`src/rtl/flash_cmd_pkg.sv`:
```
`timescale 1ns/1ps
package flash_cmd_pkg;
  typedef enum logic [1:0] {CTL_READ, CTL_WINDOW, CTL_ERASE} ctl_state_e;
  typedef enum logic [2:0] {SQ_IDLE, SQ_UL1, SQ_UL2, SQ_SETUP, SQ_UL3, SQ_UL4} seq_state_e;

  localparam logic [7:0] CODE_KEY_A   = 8'hAA;
  localparam logic [7:0] CODE_KEY_B   = 8'h55;
  localparam logic [7:0] CODE_SETUP   = 8'h80;
  localparam logic [7:0] CODE_CHIP    = 8'h10;
  localparam logic [7:0] CODE_SECTOR  = 8'h30;
  localparam logic [7:0] CODE_SUSPEND = 8'hB0;

  localparam int unsigned KEY_ADDR_A = 32'h555;
  localparam int unsigned KEY_ADDR_B = 32'h2AA;
endpackage

```
`src/rtl/flash_seq_decoder.sv`:
```
`timescale 1ns/1ps
module flash_seq_decoder
  import flash_cmd_pkg::*;
#(
  parameter int unsigned CMD_AW = 11
) (
  input  logic              clk_i,
  input  logic              rst_ni,
  input  logic              wr_i,
  input  logic [CMD_AW-1:0] cmd_addr_i,
  input  logic [7:0]        data_i,
  output logic              chip_go_o,
  output logic              sect_go_o
);
  seq_state_e sq_q, sq_d;
  logic at_a, at_b;

  assign at_a = (cmd_addr_i == CMD_AW'(KEY_ADDR_A));
  assign at_b = (cmd_addr_i == CMD_AW'(KEY_ADDR_B));

  always_comb begin
    sq_d      = sq_q;
    chip_go_o = 1'b0;
    sect_go_o = 1'b0;
    if (wr_i) begin
      sq_d = SQ_IDLE; // any mismatch falls back to idle
      unique case (sq_q)
        SQ_IDLE:  if (at_a && data_i == CODE_KEY_A) sq_d = SQ_UL1;
        SQ_UL1:   if (at_b && data_i == CODE_KEY_B) sq_d = SQ_UL2;
        SQ_UL2:   if (at_a && data_i == CODE_SETUP) sq_d = SQ_SETUP;
        SQ_SETUP: if (at_a && data_i == CODE_KEY_A) sq_d = SQ_UL3;
        SQ_UL3:   if (at_b && data_i == CODE_KEY_B) sq_d = SQ_UL4;
        SQ_UL4: begin
          chip_go_o = at_a && (data_i == CODE_CHIP);
          sect_go_o = (data_i == CODE_SECTOR);
        end
        default: sq_d = SQ_IDLE;
      endcase
    end
  end

  always_ff @(posedge clk_i or negedge rst_ni) begin
    if (!rst_ni) sq_q <= SQ_IDLE;
    else         sq_q <= sq_d;
  end
endmodule

```
`src/rtl/flash_down_timer.sv`:
```
`timescale 1ns/1ps
module flash_down_timer #(
  parameter int unsigned MAX_CYC = 10000
) (
  input  logic clk_i,
  input  logic rst_ni,
  input  logic load_i,
  input  logic clear_i,
  input  logic run_i,
  output logic expire_o
);
  localparam int unsigned CW = $clog2(MAX_CYC + 1);
  logic [CW-1:0] cnt_q;

  assign expire_o = run_i && !load_i && !clear_i && (cnt_q == CW'(1));

  always_ff @(posedge clk_i or negedge rst_ni) begin
    if (!rst_ni)                       cnt_q <= '0;
    else if (load_i)                   cnt_q <= CW'(MAX_CYC);
    else if (clear_i)                  cnt_q <= '0;
    else if (run_i && cnt_q != '0)     cnt_q <= cnt_q - CW'(1);
  end
endmodule

```
`src/rtl/flash_sector_map.sv`:
```
`timescale 1ns/1ps
module flash_sector_map #(
  parameter int unsigned IDX_W = 5,
  localparam int unsigned NTOT = 1 << IDX_W
) (
  input  logic             clk_i,
  input  logic             rst_ni,
  input  logic             set_one_i,
  input  logic [IDX_W-1:0] set_idx_i,
  input  logic             set_all_i,
  input  logic             clear_i,
  input  logic             commit_i,
  output logic [NTOT-1:0]  map_o,
  output logic [NTOT-1:0]  blank_o
);
  for (genvar i = 0; i < NTOT; i++) begin : g_bit
    always_ff @(posedge clk_i or negedge rst_ni) begin
      if (!rst_ni)
        map_o[i] <= 1'b0;
      else if (clear_i)
        map_o[i] <= 1'b0;
      else if (set_all_i || (set_one_i && set_idx_i == IDX_W'(i)))
        map_o[i] <= 1'b1;
    end

    always_ff @(posedge clk_i or negedge rst_ni) begin
      if (!rst_ni)                  blank_o[i] <= 1'b0;
      else if (commit_i && map_o[i]) blank_o[i] <= 1'b1;
    end
  end
endmodule

```
`src/rtl/flash_erase_cmd.sv`:
```
`timescale 1ns/1ps
module flash_erase_cmd
  import flash_cmd_pkg::*;
#(
  parameter int unsigned ADDR_W    = 12,
  parameter int unsigned BANK_W    = 1,
  parameter int unsigned SECT_W    = 4,
  parameter int unsigned WIN_CYC   = 10000,
  parameter int unsigned ERASE_CYC = 4000,
  localparam int unsigned IDX_W    = BANK_W + SECT_W,
  localparam int unsigned NTOT     = 1 << IDX_W,
  localparam int unsigned CMD_AW   = ADDR_W - BANK_W
) (
  input  logic              clk_i,
  input  logic              rst_ni,
  input  logic              we_i,
  input  logic              re_i,
  input  logic [ADDR_W-1:0] addr_i,
  input  logic [7:0]        wdata_i,
  input  logic [7:0]        array_rdata_i,
  output logic [7:0]        rdata_o,
  output logic              busy_o,
  output logic [NTOT-1:0]   sect_map_o
);
  ctl_state_e ctl_q, ctl_d;
  logic [BANK_W-1:0] bank_sel, win_bank_q;
  logic [IDX_W-1:0]  idx_sel;
  logic chip_go, sect_go, add_sect, abort_win, win_exp, ers_done, tog_q;
  logic [NTOT-1:0] blank;

  assign bank_sel = addr_i[ADDR_W-1 -: BANK_W];
  assign idx_sel  = addr_i[ADDR_W-1 -: IDX_W];

  flash_seq_decoder #(.CMD_AW(CMD_AW)) u_dec (
    .clk_i      (clk_i),
    .rst_ni     (rst_ni),
    .wr_i       (we_i && ctl_q == CTL_READ),
    .cmd_addr_i (addr_i[CMD_AW-1:0]),
    .data_i     (wdata_i),
    .chip_go_o  (chip_go),
    .sect_go_o  (sect_go)
  );

  // window: same-bank sector codes extend, suspend code is inert, rest aborts
  always_comb begin
    add_sect  = 1'b0;
    abort_win = 1'b0;
    if (ctl_q == CTL_WINDOW && we_i) begin
      if (wdata_i == CODE_SECTOR && bank_sel == win_bank_q) add_sect = 1'b1;
      else if (wdata_i != CODE_SUSPEND)                     abort_win = 1'b1;
    end
  end

  flash_down_timer #(.MAX_CYC(WIN_CYC)) u_win_tmr (
    .clk_i    (clk_i),
    .rst_ni   (rst_ni),
    .load_i   (sect_go || add_sect),
    .clear_i  (abort_win),
    .run_i    (ctl_q == CTL_WINDOW),
    .expire_o (win_exp)
  );

  flash_down_timer #(.MAX_CYC(ERASE_CYC)) u_ers_tmr (
    .clk_i    (clk_i),
    .rst_ni   (rst_ni),
    .load_i   (win_exp || chip_go),
    .clear_i  (1'b0),
    .run_i    (ctl_q == CTL_ERASE),
    .expire_o (ers_done)
  );

  flash_sector_map #(.IDX_W(IDX_W)) u_map (
    .clk_i     (clk_i),
    .rst_ni    (rst_ni),
    .set_one_i (sect_go || add_sect),
    .set_idx_i (idx_sel),
    .set_all_i (chip_go),
    .clear_i   (abort_win || ers_done),
    .commit_i  (ers_done),
    .map_o     (sect_map_o),
    .blank_o   (blank)
  );

  always_comb begin
    ctl_d = ctl_q;
    unique case (ctl_q)
      CTL_READ: begin
        if (chip_go)      ctl_d = CTL_ERASE;
        else if (sect_go) ctl_d = CTL_WINDOW;
      end
      CTL_WINDOW: begin
        if (abort_win)    ctl_d = CTL_READ;
        else if (win_exp) ctl_d = CTL_ERASE;
      end
      CTL_ERASE: if (ers_done) ctl_d = CTL_READ;
      default: ctl_d = CTL_READ;
    endcase
  end

  always_ff @(posedge clk_i or negedge rst_ni) begin
    if (!rst_ni) begin
      ctl_q      <= CTL_READ;
      win_bank_q <= '0;
      tog_q      <= 1'b0;
    end else begin
      ctl_q <= ctl_d;
      if (sect_go)          win_bank_q <= bank_sel;
      if (re_i && busy_o)   tog_q      <= ~tog_q;
    end
  end

  assign busy_o  = (ctl_q != CTL_READ);
  assign rdata_o = busy_o        ? {1'b0, tog_q, 6'b0} :
                   blank[idx_sel] ? 8'hFF : array_rdata_i;
endmodule

```
`config.mk`:
```
export PLATFORM = sky130hd
export DESIGN_NAME = flash_erase_cmd
export DESIGN_NICKNAME = d
export VERILOG_FILES = /design/src/rtl/flash_cmd_pkg.sv /design/src/rtl/flash_seq_decoder.sv /design/src/rtl/flash_down_timer.sv /design/src/rtl/flash_sector_map.sv /design/src/rtl/flash_erase_cmd.sv
export SDC_FILE = /design/constraint.sdc
export NUM_CORES = 1
export LEC_CHECK = 0
export ABC_CLOCK_PERIOD_IN_PS = 5600
export BUFFER_PORTS_ARGS = -buffer_cell sky130_fd_sc_hd__buf_2
export CORE_MARGIN = 2
export CORE_UTILIZATION = 46
export CTS_CLUSTER_SIZE = 12
export DETAILED_ROUTE_END_ITERATION = 16
export PLACE_DENSITY = 0.66
export SYNTH_ARGS = -nofsm -noshare
export SYNTH_HDL_FRONTEND = slang
export SYNTH_HIERARCHICAL = 1
export SYNTH_SLANG_ARGS = --single-unit
```
`constraint.sdc`:
```
create_clock -name clk_i -period 5.6 [get_ports clk_i]
set_input_delay 0.84 -clock clk_i [delete_from_list [all_inputs] [get_ports clk_i]]
set_output_delay 0.84 -clock clk_i [all_outputs]
set_load 0.01 [all_outputs]
```
# After elaboration in Yosys (flattened, before gate mapping)

Index checks and enable logic that the tools add are counted.

Flip-flop bits (word level): 97
Word-level logic and storage cells: 378

Add/subtract/negate cells: 2
$lt $le $gt $ge: 1
Equality and inequality tests: 52
Mux-type cells: 94
Bitwise operators: 1
Reduce and logical (&&, ||, !) cells: 158

Operator list:

| cell                    | count |
|---|---|
| $eq A5 B5 Y1 const B    | 16 |
| $logic_and A1 B1 Y1     | 79 |
| $mux W1                 | 75 |
| $reduce_bool A2 Y1      | 34 |
| $mux W14                | 3 |
| $eq A5 B4 Y1 const B    | 8 |
| $logic_or A1 B1 Y1      | 35 |
| $mux W12                | 2 |
| $eq A5 B3 Y1 const B    | 4 |
| $eq A8 B8 Y1 const B    | 2 |
| $mux W8                 | 2 |
| $pmux W3 S5             | 1 |
| $eq A14 B1 Y1 const B   | 1 |
| $mux W2                 | 7 |
| $reduce_bool A14 Y1     | 1 |
| $sub A14 B1 Y14 const B | 1 |
| $eq A12 B1 Y1 const B   | 1 |
| $reduce_bool A12 Y1     | 1 |
| $sub A12 B1 Y12 const B | 1 |
| $eq A11 B10 Y1 const B  | 1 |
| $eq A11 B11 Y1 const B  | 1 |
| $eq A5 B2 Y1 const B    | 2 |
| $eq A8 B5 Y1 const B    | 1 |
| $eq A8 B6 Y1 const B    | 1 |
| other kinds (22)        | 28 |

# Logic depth before layout (Yosys ltp)

Depth in word-level cells: 15
Depth in mapped cells: 19
Mapped depth without buffers: 17

# Modules after synthesis

Netlist, hierarchy kept.

By module, submodules not included:

| module                       | times used | cells an instance | area each (µm²) | seq. area each (µm²) |
|---|---|---|---|---|
| flash_sector_map             | 1          | 185               | 2327.2          | 1601.5 |
| flash_down_timer (u_win_tmr) | 1          | 98                | 919.6           | 350.3 |
| flash_down_timer (u_ers_tmr) | 1          | 80                | 772.0           | 300.3 |
| flash_erase_cmd              | 1          | 82                | 685.7           | 100.1 |
| flash_seq_decoder            | 1          | 45                | 387.9           | 75.1 |

# Worst setup path after synthesis

Ideal clock, no wire load.

Kind: input to register
Start: input wdata_i[1]
End: register u_map.map_o[0]
Setup time: 0.138 ns
Data arrival time: 4.341 ns
Required time: 5.462 ns
Setup slack: 1.121 ns
Stages on the path: 16
Buffers on the path: 2
Cells stage by stage: or4b_4 nor4_1 and3_1 inv_1 o31ai_1 nor2_1 nand4b_1 nor4_1 or2_2 nor2_1 nand4b_1 nor3_1 or2_2 buf_2 clkbuf_1 o22ai_1

RTL lines:

| what                                                 | RTL line                | text |
|---|---|---|
| start: declaration                                   | flash_erase_cmd.sv:19   | `input logic [7:0] wdata_i,` |
| $eq A8 B6 Y1 (*)                                     | flash_seq_decoder.sv:35 | `sect_go_o = (data_i == CODE_SECTOR);` |
| $mux W1 (*)                                          | flash_seq_decoder.sv:27 | `unique case (sq_q)` |
| $mux W1 (*)                                          | flash_seq_decoder.sv:25 | `if (wr_i) begin` |
| named net sect_go                                    | flash_erase_cmd.sv:28   | `logic chip_go, sect_go, add_sect, abort_win, win_exp, ers_done, tog_q;` |
| $logic_or A1 B1 Y1 (*)                               | flash_erase_cmd.sv:57   | `.load_i (sect_go \|\| add_sect),` |
| $logic_not A1 Y1 (*)                                 | flash_down_timer.sv:15  | `assign expire_o = run_i && !load_i && !clear_i && (cnt_q == CW'(1));` |
| $logic_and A1 B1 Y1 (*) (3 in series)                | flash_down_timer.sv:15  |  |
| named net win_exp                                    | flash_erase_cmd.sv:28   |  |
| $logic_or A1 B1 Y1 (*)                               | flash_erase_cmd.sv:66   | `.load_i (win_exp \|\| chip_go),` |
| $logic_not A1 Y1 (*)                                 | flash_down_timer.sv:15  |  |
| $logic_and A1 B1 Y1 (*) (2 in series)                | flash_down_timer.sv:15  |  |
| named net ers_done                                   | flash_erase_cmd.sv:28   |  |
| $logic_or A1 B1 Y1 (*)                               | flash_erase_cmd.sv:78   | `.clear_i (abort_win \|\| ers_done),` |
| $mux W1 / $reduce_bool A2 Y1 (equally long branches) | -                       |  |
| end signal: indexed assignment                       | flash_sector_map.sv:19  | `map_o[i] <= 1'b0;` |
| end signal: indexed assignment                       | flash_sector_map.sv:21  | `map_o[i] <= 1'b0;` |
| end signal: indexed assignment                       | flash_sector_map.sv:23  | `map_o[i] <= 1'b1;` |
| end: declaration                                     | flash_sector_map.sv:13  | `output logic [NTOT-1:0] map_o,` |

Mark *: on every way through the listed nets, which the timed path passes. The rest lies on a longest branch.
A chain may end at the register's enable or synchronous reset.

# Worst setup path after layout

Start: input wdata_i[1]
End: register u_map.map_o[25]

Same word-level chain as after synthesis.

==> metrics.txt <==
status finished clean; Setup Skew 0.00964 ns; Post-CTS Setup Inserts 0; Synth top area share 0.477; Synth area leaders dfrtp_1 (48%), a21o_1 (5.2%), mux2i_1 (4.3%), o22ai_1 (4.1%), nor2_1 (3.5%); Async S/R FF share, synth 1.00; Tcrit/Tclk final 0.771; Sequential Area 2430 um2; die area 11900 um2; final std cells w/o fill 709; worst min path class input port to asynchronous set/reset pin; worst slew pin tran 0.969 ns; Max-Cap Viols 0; DRT iter0 DRCs 290; CP max stage delay 0.56 ns; final net count 602; clock slew at reported path FFs about 0.09 ns; drt first pass iters 4; largest net degree at the start of global routing 78; CP max stage cell or4b_4; CTS buffer count 9; Yosys cell types approximately 70; Max Clk Rate 232 MHz; final hold violations 0; GR Util met1 0.312; Post-DP Area 5590 um2; CP Class input port to register; CTS resizes 0; multi-input logic area 2530 um2; Rows 38; final RePlAce weighted congestion approximately 0.85; fill cell count 967; crit-path max FO 17; clk root buf clkbuf_8; global routing usage on met3 0.0424; Min Hold Slack around 0.35 ns; Clock Path Buffers 2; initial antenna violation count 0; Post-Syn Area 5090 um2; DRT antenna net count 0; Pwr per Cell Area 207 nW/um2; Largest delay share family, worst path simple AND/OR/NAND/NOR gates; CP startpoint kind input port; drt via density around 5.9; Min Clock Period, post-route 4.32 ns; first-pass GRT wire length approximately 20 mm; Avg Cell Area, Syn 10.4 um2; clock sink count 97; core outline area about 11000 um2; Crit path arrival time 4.55 ns; DRC Markers 0; post-route cell area just under 6000 um2; most frequent cells in the layout dfrtp_1 (97), buf_2 (71), nor2_1 (48); placed cells 694; Worst-Skew Late Latency between 0.3 and 0.4 ns; final setup violation count 0; Congestion Overflow GR 0; Vias 4183; wire length per cell about 18 um; top cell type by total area after synthesis dfrtp_1; share of layout cells above drive strength 1 0.223; Slew HR 0.354; ys flop type dfrtp_1; H-tree levels 3; leakage around 3 nW; Routed Wire Length 12.4 mm; # hold bufs at CTS 0; diode count 0; WP buf/inv 3; endpoint type of the worst setup path register; most common cell after layout, fill and taps aside dfrtp_1; vias in the first global route 3862; gr usage total 0.219; max-slew violation count 0; GR peak layer met2; EDFF count, synth 0; Buffers on Ports 72; met2 Use GR 0.341; Ports 73; RSZ-0062 raised after global routing no; Cells after Synth slightly below 500; CP Cell Sequence buf_2, or4b_4, nor4_1, and3_1, inv_1, o31ai_1, buf_4, nor2_1, nand4b_1, nor4_1, or2_2, nor2_1, nand4b_1, nor3_2, or2_2, or3b_1, o22ai_1; Yosys warnings 6; Area Overhead vs Synth 13.1%; Post-DP HPWL 8.86 mm; post-synthesis sequential area ratio 0.477; die width ~110 um; CTS tree done; Critical Path RT 5.83 ns; Max IR drop VDD 0.172 mV; initial core utilization 0.470; setup TNS 0 ns; flops & latches, synth 97; Die Ht between 100 and 150 um; Final Util 0.531
sequential cells by signal, indices dropped and copies added (netlist names):
name,flops
u_map/blank_o,32
win_bank_q,1
u_ers_tmr/cnt_q,12
u_dec/sq_q,3
u_map/map_o,32
ctl_q,2
tog_q,1
u_win_tmr/cnt_q,14
synth_stat cells (3+ instances only):
library cell	instances
nand4_1	7
a21oi_1	10
nor2_1	48
dfrtp_1	97
nand3_1	13
mux2i_1	22
and3_1	4
o21a_1	7
nor2b_1	5
nand2_1	29
or2_2	7
nand4bb_1	6
a21o_1	35
nand3_2	3
nand4b_1	6
o211ai_1	3
nor4b_1	3
nor4_1	7
inv_1	13
or3_1	10
o22ai_1	33
a31oi_1	8
or4_1	6
o21ai_0	7
nor3_1	9
or4_4	3
xnor2_1	3
ha_1	5
o31ai_1	5
nor4_4	3
a22oi_1	4
clkbuf_1	10
buf_2	5
cell type report:
type                       instances  share of cell area
timing repair buffer              78              0.0708
multi-input combinational        366               0.439
clock inverter                     5             0.00565
sequential                        97               0.421
clock buffer                      10              0.0239
tap                              140              0.0304
inverter                          13             0.00847
metrics by stage:
stage               worst slack (ns)  total power, mW
floorplan                       1.12            0.756
global placement                1.05            0.798
detailed placement             0.922            0.800
CTS                             1.28             1.21
global route                   0.838             1.24
finish                          1.28             1.19
power by group:
part	internal [mW]	switching, mW
Clock	0.169	0.238
Combinational	0.0299	0.0539
Sequential	0.700	0.00105
Total	0.900	0.293
worst reg2reg max path: stages (launching register included):
cell and delay [ns]:
dfrtp_1 0.45, nor2_2 0.37, and2_1 0.26, nand2_1 0.09, nor4_1 0.21, and3_1 0.25
inv_1 0.08, o31ai_1 0.07, buf_4 0.24, nor2_1 0.14, nand4b_1 0.14, nor4_1 0.07
or2_2 0.37, nor2_1 0.20, nand4b_1 0.13, nor3_2 0.15, or2_2 0.32, or3b_1 0.42
o22ai_1 0.16
metal layers:
metal	routed length (um)	share of wire
met3	543	0.044
met4	188	0.015
met2	5960	0.48
met1	5740	0.46
met5	0	0
path summary, 6_finish.rpt:
kind	start	end	slack (ns)	depth (start not counted)
worst max register to register	ctl_q[1]$_DFFE_PN0P_	u_map/map_o[25]$_DFFE_PN0P_	1.32	18
worst min register to register	u_map/blank_o[11]$_DFFE_PN0P_	u_map/blank_o[11]$_DFFE_PN0P_	0.46	1
min in group clk_i	u_map/blank_o[11]$_DFFE_PN0P_	u_map/blank_o[11]$_DFFE_PN0P_	0.46	1
worst max-delay path	wdata_i[1]	u_map/map_o[25]$_DFFE_PN0P_	1.28	17
worst min-delay path	rst_ni	u_dec/sq_q[2]$_DFFE_PN0P_	0.35	1
max in group asynchronous	rst_ni	u_map/blank_o[2]$_DFFE_PN0P_	4.00	2
cell families after synthesis:
group                    Yosys count  synth area share
AO/OA/AOI/OAI                    131             0.180
XOR/XNOR                           5           0.00860
adder cells (fa/ha/maj)            5            0.0123
buffers and inverters             32            0.0310
flip-flops                        97             0.477
multiplexers                      23            0.0455
other                              1          0.000736
AND/OR/NAND/NOR                  196             0.246
No activity file was read; power rests on OpenSTA's default activity.
